==> config.mk <==
export PLATFORM = sky130hd
export DESIGN_NAME = desc_walker
export DESIGN_NICKNAME = d
export VERILOG_FILES = /design/src/rtl/dw_pkg.sv /design/src/rtl/dw_regs.sv /design/src/rtl/dw_engine.sv /design/src/rtl/desc_walker.sv
export SDC_FILE = /design/constraint.sdc
export NUM_CORES = 1
export LEC_CHECK = 0
export BUFFER_PORTS_ARGS = -buffer_cell sky130_fd_sc_hd__buf_2
export CAP_MARGIN = 10
export CORE_UTILIZATION = 30
export CTS_BUF_LIST = sky130_fd_sc_hd__clkbuf_4 sky130_fd_sc_hd__clkbuf_8
export CTS_CLUSTER_DIAMETER = 200
export DETAILED_ROUTE_END_ITERATION = 16
export PLACE_DENSITY = 0.6
export SYNTH_ARGS = -nofsm -noshare
export SYNTH_HDL_FRONTEND = slang
export SYNTH_SLANG_ARGS = --single-unit
==> constraint.sdc <==
create_clock -name clk -period 2.9 [get_ports clk]
set_clock_uncertainty 0.1 [all_clocks]
set_input_delay 0.435 -clock clk [delete_from_list [all_inputs] [get_ports clk]]
set_output_delay 0.435 -clock clk [all_outputs]
set_load 0.01 [all_outputs]
==> src/rtl/dw_pkg.sv <==
package dw_pkg;
    localparam int WORD_W = 32;
    localparam int SZ_W   = 13;

    // descriptor word 0 flag positions
    localparam int F_OWN = 31;
    localparam int F_CES = 30;
    localparam int F_EOR = 5;
    localparam int F_CHN = 4;
    localparam int F_FST = 3;
    localparam int F_LST = 2;
    localparam int F_NOI = 1;

    // register word indexes
    localparam logic [2:0] RA_BASE = 3'd0;
    localparam logic [2:0] RA_MODE = 3'd1;
    localparam logic [2:0] RA_POLL = 3'd2;
    localparam logic [2:0] RA_STAT = 3'd3;
    localparam logic [2:0] RA_IEN  = 3'd4;
    localparam logic [2:0] RA_CUR  = 3'd5;

    // mode register bits
    localparam int M_RST = 0;
    localparam int M_FIX = 1;
    localparam int M_EN  = 7;

    // status / enable bits
    localparam int B_TX  = 0;
    localparam int B_RX  = 1;
    localparam int B_SUM = 8;

    typedef enum logic [2:0] {
        S_WAIT = 3'd0,
        S_RD   = 3'd1,
        S_XF1  = 3'd2,
        S_XF2  = 3'd3,
        S_WB   = 3'd4
    } wstate_e;
endpackage

==> src/rtl/dw_regs.sv <==
module dw_regs
    import dw_pkg::*;
#(
    parameter int AW = 32
) (
    input  logic              clk,
    input  logic              rst_n,
    input  logic              reg_we,
    input  logic [2:0]        reg_addr,
    input  logic [WORD_W-1:0] reg_wdata,
    output logic [WORD_W-1:0] reg_rdata,
    input  logic [AW-1:0]     cur_ptr,
    input  logic              cmpl,
    input  logic              cmpl_rx,
    output logic [AW-1:0]     base,
    output logic              dma_en,
    output logic              sw_rst,
    output logic              poll,
    output logic              base_ld,
    output logic              irq
);
    typedef struct packed {
        logic [AW-1:0] base;
        logic          fixb;
        logic          en;
        logic [2:0]    sts;   // {sum, rx, tx}
        logic [2:0]    ien;   // {sum, rx, tx}
    } regs_t;

    regs_t r_q, r_d;

    logic wr_mode, wr_stat, wr_ien, wr_base;
    logic [2:0] clr, set;

    always_comb begin
        wr_base = reg_we && (reg_addr == RA_BASE);
        wr_mode = reg_we && (reg_addr == RA_MODE);
        wr_stat = reg_we && (reg_addr == RA_STAT);
        wr_ien  = reg_we && (reg_addr == RA_IEN);
        sw_rst  = wr_mode && reg_wdata[M_RST];
        poll    = reg_we && (reg_addr == RA_POLL) && r_q.en;
        base_ld = wr_base && !r_q.en;

        clr = wr_stat ? {reg_wdata[B_SUM], reg_wdata[B_RX], reg_wdata[B_TX]} : 3'b000;
        set = 3'b000;
        if (cmpl) begin
            if (cmpl_rx) begin
                set[1] = 1'b1;
                set[2] = r_q.ien[1];
            end else begin
                set[0] = 1'b1;
                set[2] = r_q.ien[0];
            end
        end

        r_d = r_q;
        if (wr_base) r_d.base = reg_wdata[AW-1:0];
        if (wr_mode) begin
            r_d.fixb = reg_wdata[M_FIX];
            r_d.en   = reg_wdata[M_EN];
        end
        if (wr_ien) r_d.ien = {reg_wdata[B_SUM], reg_wdata[B_RX], reg_wdata[B_TX]};
        r_d.sts = (r_q.sts & ~clr) | set;
    end

    always_ff @(posedge clk or negedge rst_n) begin
        if (!rst_n) r_q <= '0;
        else        r_q <= r_d;
    end

    always_comb begin
        reg_rdata = '0;
        case (reg_addr)
            RA_BASE: reg_rdata = WORD_W'(r_q.base);
            RA_MODE: begin
                reg_rdata[M_EN]  = r_q.en;
                reg_rdata[M_FIX] = r_q.fixb;
            end
            RA_STAT: begin
                reg_rdata[B_SUM] = r_q.sts[2];
                reg_rdata[B_RX]  = r_q.sts[1];
                reg_rdata[B_TX]  = r_q.sts[0];
            end
            RA_IEN: begin
                reg_rdata[B_SUM] = r_q.ien[2];
                reg_rdata[B_RX]  = r_q.ien[1];
                reg_rdata[B_TX]  = r_q.ien[0];
            end
            RA_CUR:  reg_rdata = WORD_W'(cur_ptr);
            default: reg_rdata = '0;
        endcase
    end

    assign base   = r_q.base;
    assign dma_en = r_q.en;
    assign irq    = r_q.sts[2] && r_q.ien[2];
endmodule

==> src/rtl/dw_engine.sv <==
module dw_engine
    import dw_pkg::*;
#(
    parameter int AW = 32
) (
    input  logic              clk,
    input  logic              rst_n,
    input  logic [AW-1:0]     base,
    input  logic              sw_rst,
    input  logic              poll,
    input  logic              base_ld,
    input  logic [AW-1:0]     base_wval,
    output logic              mem_req,
    output logic              mem_we,
    output logic [AW-1:0]     mem_addr,
    output logic [WORD_W-1:0] mem_wdata,
    input  logic              mem_ack,
    input  logic [WORD_W-1:0] mem_rdata,
    output logic              xfer_req,
    output logic [AW-1:0]     xfer_addr,
    output logic [SZ_W-1:0]   xfer_len,
    input  logic              xfer_done,
    output logic              cmpl,
    output logic [AW-1:0]     cur_ptr
);
    localparam int NWORDS     = 4;
    localparam int DESC_BYTES = NWORDS * (WORD_W / 8);
    localparam int IDX_W      = $clog2(NWORDS);

    typedef struct packed {
        wstate_e                       st;
        logic [AW-1:0]                 cur;
        logic [IDX_W-1:0]              idx;
        logic [NWORDS-1:0][WORD_W-1:0] w;
    } eng_t;

    eng_t q, d;

    logic [SZ_W-1:0] sz1, sz2;
    logic            ring, has2;
    logic [AW-1:0]   nxt;

    always_comb begin
        sz1  = q.w[1][SZ_W-1:0];
        sz2  = q.w[1][2*SZ_W-1:SZ_W];
        ring = !q.w[0][F_CHN];
        has2 = ring && (sz2 != '0);
        if (q.w[0][F_EOR])      nxt = base;
        else if (!ring)         nxt = q.w[3][AW-1:0];
        else                    nxt = q.cur + AW'(DESC_BYTES);

        d    = q;
        cmpl = 1'b0;
        case (q.st)
            S_WAIT: begin
                if (poll) begin
                    d.st  = S_RD;
                    d.idx = '0;
                end
            end
            S_RD: begin
                if (mem_ack) begin
                    d.w[q.idx] = mem_rdata;
                    if (q.idx == '0 && !mem_rdata[F_OWN]) begin
                        d.st = S_WAIT;
                    end else if (q.idx == IDX_W'(NWORDS - 1)) begin
                        if (sz1 != '0)  d.st = S_XF1;
                        else if (has2)  d.st = S_XF2;
                        else            d.st = S_WB;
                    end else begin
                        d.idx = q.idx + 1'b1;
                    end
                end
            end
            S_XF1: begin
                if (xfer_done) d.st = has2 ? S_XF2 : S_WB;
            end
            S_XF2: begin
                if (xfer_done) d.st = S_WB;
            end
            S_WB: begin
                if (mem_ack) begin
                    cmpl  = !q.w[0][F_NOI];
                    d.cur = nxt;
                    d.idx = '0;
                    d.st  = q.w[0][F_LST] ? S_WAIT : S_RD;
                end
            end
            default: d.st = S_WAIT;
        endcase

        if (sw_rst) begin
            d.st  = S_WAIT;
            d.cur = base;
            d.idx = '0;
        end else if (base_ld) begin
            d.cur = base_wval;
        end
    end

    always_ff @(posedge clk or negedge rst_n) begin
        if (!rst_n) begin
            q    <= '0;
            q.st <= S_WAIT;
        end else begin
            q <= d;
        end
    end

    always_comb begin
        mem_req   = (q.st == S_RD) || (q.st == S_WB);
        mem_we    = (q.st == S_WB);
        mem_addr  = (q.st == S_RD) ? q.cur + AW'({q.idx, 2'b00}) : q.cur;
        mem_wdata = q.w[0] & ~(WORD_W'(1) << F_OWN);
        xfer_req  = (q.st == S_XF1) || (q.st == S_XF2);
        xfer_addr = (q.st == S_XF2) ? q.w[3][AW-1:0] : q.w[2][AW-1:0];
        xfer_len  = (q.st == S_XF2) ? sz2 : sz1;
        cur_ptr   = q.cur;
    end
endmodule

==> src/rtl/desc_walker.sv <==
module desc_walker
    import dw_pkg::*;
#(
    parameter int AW = 32
) (
    input  logic              clk,
    input  logic              rst_n,
    input  logic              reg_we,
    input  logic [2:0]        reg_addr,
    input  logic [31:0]       reg_wdata,
    output logic [31:0]       reg_rdata,
    input  logic              dir_rx,
    output logic              mem_req,
    output logic              mem_we,
    output logic [AW-1:0]     mem_addr,
    output logic [31:0]       mem_wdata,
    input  logic              mem_ack,
    input  logic [31:0]       mem_rdata,
    output logic              xfer_req,
    output logic [AW-1:0]     xfer_addr,
    output logic [12:0]       xfer_len,
    input  logic              xfer_done,
    output logic              irq
);
    logic [AW-1:0] base, cur_ptr;
    logic          dma_en, sw_rst, poll, base_ld, cmpl;

    dw_regs #(.AW(AW)) u_regs (
        .clk       (clk),
        .rst_n     (rst_n),
        .reg_we    (reg_we),
        .reg_addr  (reg_addr),
        .reg_wdata (reg_wdata),
        .reg_rdata (reg_rdata),
        .cur_ptr   (cur_ptr),
        .cmpl      (cmpl),
        .cmpl_rx   (dir_rx),
        .base      (base),
        .dma_en    (dma_en),
        .sw_rst    (sw_rst),
        .poll      (poll),
        .base_ld   (base_ld),
        .irq       (irq)
    );

    dw_engine #(.AW(AW)) u_eng (
        .clk       (clk),
        .rst_n     (rst_n),
        .base      (base),
        .sw_rst    (sw_rst),
        .poll      (poll),
        .base_ld   (base_ld),
        .base_wval (reg_wdata[AW-1:0]),
        .mem_req   (mem_req),
        .mem_we    (mem_we),
        .mem_addr  (mem_addr),
        .mem_wdata (mem_wdata),
        .mem_ack   (mem_ack),
        .mem_rdata (mem_rdata),
        .xfer_req  (xfer_req),
        .xfer_addr (xfer_addr),
        .xfer_len  (xfer_len),
        .xfer_done (xfer_done),
        .cmpl      (cmpl),
        .cur_ptr   (cur_ptr)
    );

    logic unused_en;
    assign unused_en = dma_en;
endmodule

==> results_dict.tcl, run 1 <==
set metrics [dict create \
    status "complete, no violations" \
    place.gp.congestion 0.910 \
    yosysSeqAreaShare 0.437 \
    cts_sinks 198 \
    critPathArrivalTime_ns 2.35 \
    r2r_cells 8 \
    hpwl_mm 28.5 \
    fin_crit_sh 0.995 \
    maxSlewHeadroom 0.454 \
    root_buffer "clkbuf_8" \
    power.switching_mw 4.87 \
    maxCapViolations 0 \
    synth_cell_types 70 \
    synth_area_um2 11300 \
    critical_path_required_ns 2.37 \
    startpoint_type "flop" \
    sequentialPowerShare 0.382 \
    syn-num-nets 1176 \
    pin_count 218 \
    async_flop_share 1.00 \
    slew_violations 0 \
    grt_max_degree 78 \
    drive_gt1_frac 0.458 \
    clock.fmax_ghz 0.346 \
    final_cells 1833 \
    die_y_um 197 \
    worstPathMaxFanout 5 \
    io_buffers 216 \
    clockBufferDepth 2 \
    coreArea_um2 37000 \
    syn2layout_area_growth_pct 24.1 \
    power_frac_clock 0.159 \
    place_ws_ns 0.140 \
    synth_seq_cells 198 \
    min_to "u_regs.base[31]" \
    wl_mm 39.4 \
    worstHoldStart "reg_wdata[31]" \
    grt_pass1_wl_mm 58.9 \
    numCtsBuffers 17 \
    row_count 70 \
    first_pass_iters 5 \
    die_w_um 197 \
    synth_warnings 0 \
    hold_violations 0 \
    wire_per_inst_um 21.5 \
    synth-edff-count 0 \
    vias 9691 \
    finalSetupViolCount 0 \
    comb_power_share 0.459 \
    clkLatencyLatePin_ns 0.51 \
    start_util 0.307 \
    ir_drop_v 0.000469 \
    worst_slew_pin_slew_ns 0.812 \
    cts_max_level 4 \
    whs_path_depth 3 \
    rrSetupSlack_ns 0.23 \
    finalNetCount 1397 \
    period_minus_slack_ns 2.89 \
    path_class "reg -> out" \
    p_int_mw 6.85 \
    cp-end-kind "output pin" \
    place_inst 1758 \
    postSynthAreaPerCell_um2 10.4 \
    synth_cells 1095 \
    leakagePower_nw 6.75 \
    drc 0 \
    grt_overflow 0 \
    cts_tree "built" \
    p_per_area_nw_per_um2 831 \
    antenna_found_initial 1 \
    diodes 0 \
    grt_pass1_vias 9399 \
    track_usage 0.203 \
    switching_share 0.415 \
    viasPerCell 5.29 \
    ys.flop_type "dfrtp_1" \
    fin_ws_ns 0.0136 \
    fillers 3749 \
    rr_startpoint "u_eng.q[163]" \
    clk_pin_slew_worst_paths_ns 0.11 \
    drt_iter0_markers 782 \
    ant_nets 0 \
    regToRegEndpoint "u_eng.cur_ptr[23]" \
    dieArea_um2 38600 \
    rsz0062_at_grt "yes" \
    hold_class "in -> reg" \
]
==> Yosys cell counts (all sizes together), types with 11 or more instances <==
cell type	instances	area [um^2]
nand2	99	372
clkbuf	40	154
xor2	14	123
xnor2	29	254
a21oi	35	175
inv	23	86.3
nor2	48	188
nand2b	12	75.1
o21ai	49	245
nor3	22	110
dfrtp	198	4950
nand3	19	95.1
nor4	14	87.6
nand4	15	93.8
a22o	33	289
mux2	187	2110
buf	79	474
or3	11	68.8
a211oi	13	97.6
==> worst max path at each step <==
stage / endpoint / cells after the start / start
after global placement: mem_addr[25] / 7 / u_eng.cur_ptr[12]
after CTS: mem_addr[25] / 7 / u_eng.cur_ptr[15]
after global routing: mem_addr[25] / 7 / u_eng.cur_ptr[11]
after detailed placement: mem_addr[25] / 7 / u_eng.cur_ptr[12]
after floorplan: mem_addr[30] / 7 / u_eng.cur_ptr[5]
final: mem_addr[30] / 8 / u_eng.cur_ptr[5]
==> cell families after synthesis <==
group | share of synthesized area
buffers and inverters | 0.0629
adders and majority gates | 0.00948
and+or+nand+nor | 0.129
AOI/OAI and AO/OA | 0.136
xor gates and xnor gates | 0.0332
other | 0.000330
DFF | 0.437
muxes | 0.193
==> final cells by class <==
class,count,area [um^2],share of cell area
multi-input combinational,755,5990,0.425
sequential,198,4970,0.353
timing repair buffer,321,2000,0.142
tap,504,631,0.0448
clock buffer,18,241,0.0171
clock inverter,14,159,0.0113
inverter,23,86.3,0.00613
==> metal layers <==
layer	global-route usage	up-vias	share of wire
li1	-	4389	-
met5	0	-	0.00043
met3	0.0546	64	0.085
met2	0.313	394	0.45
met4	0.0547	2	0.020
met1	0.280	4842	0.45
==> placed cells by master, fill, tap and decap left out, drive strengths merged, types with 22 or more instances in the layout <==
cell type and n:
buf 319, a22o 33, inv 30, xnor2 29, a21oi 35, mux2 187
dfrtp 198, nor3 22, nor2 48, o21ai 49, nand2 99
==> what timing repair did <==
action                                  CTS  global route
setup buffers                            28            14
endpoints found under the setup margin   21            18
pin swaps                                21            16
hold buffers                              1             0
resized for setup                        56            28
endpoints found under the hold margin    59             0
==> power by group through the flow <==
stage	clock, mW	combinational [mW]	sequential [mW]
after CTS	1.92	5.26	4.43
after detailed placement	0	4.84	4.54
after global routing	2.03	5.82	4.59
after global placement	0	4.81	4.49
final	1.87	5.38	4.47
after floorplan	0	3.60	4.05
==> through the flow <==
stage          hold slack (ns)   util  instance area, um^2  power [mW]  setup TNS [ns]
3_5_place_dp             0.358  0.352                13000        9.38               0
3_3_place_gp             0.357  0.352                13000        9.30               0
4_1_cts                0.00745  0.375                13900        11.6         -0.0131
5_1_grt                 0.0196  0.381                14100        12.4          -0.272
2_1_floorplan           0.0394      -                11300        7.65               0
6_report                0.0388  0.381                14100        11.7               0
==> worst max-delay path: stages (launching register included) <==
cell     delay (ns)
dfrtp_1        0.40
ha_2           0.21
nand3_2        0.09
or3_4          0.46
nor4_4         0.16
buf_4          0.16
nand2_2        0.06
xnor2_2        0.16
buf_2          0.15
No activity file was read; power rests on OpenSTA's default activity.
==> inputs of run 2 (changes only) <==
Settings changed: CORE_MARGIN set to 1, GPL_TIMING_DRIVEN set to 0.
==> run 2 against run 1 <==
  * Worst hold slack improved by 0.012 ns
  * Die area unchanged
  * Via count increased by 4.2%
  * Global-route usage increased by 1.6 points
  * Count of clock-buffer cells in the layout unchanged
  * Clock power about the same
  * Largest power group unchanged
==> results_dict.tcl, run 2 (same netlist as run 1, synthesis figures left out) <==
set metrics [dict create \
    status "complete, no violations" \
    drc 0 \
    grt_max_degree 84 \
    met3_usage 0.0548 \
    place.gp.congestion 0.964 \
    leakagePower_nw 6.92 \
    critical_path_required_ns 2.37 \
    maxSlewHeadroom 0.192 \
    die_w_um 197 \
    rsz0062_at_grt "yes" \
    cts_max_level 4 \
    post_dp_cell_area_um2 13100 \
    grt_overflow 0 \
    worst_slew_pin_slew_ns 1.21 \
    ant_nets 0 \
    grt_pass1_vias 10006 \
    comb_power_share 0.490 \
    pin_count 218 \
    min_to "u_regs.base[31]" \
    start_util 0.307 \
    cts_sinks 198 \
    wire_per_inst_um 22.3 \
    viasPerCell 5.34 \
    grt_use_met2 0.343 \
    fillers 3741 \
    clock.fmax_ghz 0.346 \
    startpoint_type "flop" \
    p_int_mw 7.20 \
    clk_pin_slew_worst_paths_ns 0.13 \
    power.switching_mw 5.05 \
    worstPathMaxFanout 4 \
    first_pass_iters 6 \
    area.sequential_um2 4960 \
    rrSetupSlack_ns 0.11 \
    finalNetCount 1453 \
    finalSetupViolCount 0 \
    track_usage 0.219 \
    wl_mm 42.2 \
    row_count 70 \
    period_minus_slack_ns 2.89 \
    vias 10102 \
    fin_crit_sh 0.997 \
    r2r_cells 6 \
    layout_common_cells "buf_2 (243), dfrtp_1 (191), mux2_2 (185), nand2_1 (90), buf_4 (81)" \
    cts_tree "built" \
    power_frac_clock 0.155 \
    final_common_cell "buf_2" \
    multiInputGateArea_um2 6070 \
    syn2layout_area_growth_pct 27.2 \
    regToRegEndpoint "u_eng.cur_ptr[10]" \
    switching_share 0.412 \
    io_buffers 214 \
    die_y_um 197 \
    root_buffer "clkbuf_8" \
    grt_pass1_wl_mm 62.9 \
    drt_iter0_markers 747 \
    maxCapViolations 0 \
    slew_violations 0 \
    final_area_um2 14400 \
    grt.busiest_layer "met2" \
    ir_drop_v 0.000476 \
    numCtsBuffers 17 \
    whs_path_depth 3 \
    clockBufferDepth 2 \
    p_per_area_nw_per_um2 849 \
    hpwl_mm 31.4 \
    coreArea_um2 37000 \
    worstHoldStart "reg_wdata[31]" \
    clkLatencyLatePin_ns 0.50 \
    cp-end-kind "output pin" \
    total_power_mw 12.2 \
    sequentialPowerShare 0.355 \
    antenna_found_initial 4 \
    dieArea_um2 38600 \
    hold_violations 0 \
    drive_gt1_frac 0.463 \
    hold_class "in -> reg" \
    grt_use_met1 0.292 \
    critPathArrivalTime_ns 2.36 \
    path_class "reg -> out" \
]
==> run 2: cell count changes in the layout (fill, tap and decap cells not counted), moves of 7 or more <==
cell	change
buf_4	-9
buf_2	+28
clkbuf_1	+19
dfrtp_1	+7
dfrtp_2	-7
==> run 2: power groups by stage <==
stage | Clock (mW) | Sequential, mW | Combinational [mW]
after CTS | 1.94 | 4.32 | 5.75
final | 1.90 | 4.35 | 6.00
after detailed placement | 0 | 4.30 | 5.38
after global routing | 2.05 | 4.45 | 6.46
after global placement | 0 | 4.26 | 5.31
after floorplan | 0 | 4.05 | 3.60
==> run 2: worst max-delay path by stage <==
stage                      start               end  cells after the start
2_1_floorplan   u_eng.cur_ptr[5]      mem_addr[30]                      7
3_3_place_gp               rst_n  u_eng.cur_ptr[9]                      1
3_5_place_dp         reg_addr[0]     reg_rdata[31]                      7
4_1_cts         u_eng.cur_ptr[4]      mem_addr[27]                      7
5_1_grt         u_eng.cur_ptr[4]      mem_addr[28]                      7
6_report       u_eng.cur_ptr[11]      mem_addr[25]                      7
==> run 2: worst max-delay path, cell delays in order, from the launching register on <==
cell     delay (ns)
dfrtp_1        0.38
buf_8          0.12
nand2_4        0.06
or4_4          0.57
nor4_4         0.22
nand2_1        0.15
xnor2_2        0.20
buf_2          0.16
==> run 2: what timing repair did <==
action / 4_1_cts / 5_1_grt
pin swaps: 23 / 18
setup buffers: 35 / 14
hold buffers: 1 / 0
gates resized for setup: 102 / 34
endpoints found under the hold margin: 40 / 0
setup endpoints to repair: 93 / 38
==> run 2: area by class of cell <==
cell class	count	share of cell area
Multi-Input combinational cell	755	0.420
Sequential cell	198	0.344
Timing Repair Buffer	267	0.110
Buffer	110	0.0476
Tap cell	504	0.0437
Clock buffer	18	0.0167
Clock inverter	14	0.0111
Inverter	23	0.00598
Antenna cell	3	0.000520
==> run 2: metal layers <==
layer | routed length, um | vias up
met1 | 17900 | 5065
met5 | 17 | -
met4 | 1270 | 2
li1 | - | 4493
met2 | 19300 | 476
met3 | 3690 | 66
==> run 2: through the flow <==
stage	util	TNS, ns	hold slack [ns]	worst slack [ns]	std cells
CTS	0.383	-0.317	0.00791	-0.0676	1875
global placement	0.353	-473.54	0.371	-2.29	1813
global route	0.391	-0.867	0.0378	-0.124	1892
floorplan	-	0	0.0394	0.315	1095
detailed placement	0.355	-14.14	0.248	-0.736	1816
finish	0.391	0	0.0506	0.00794	1892
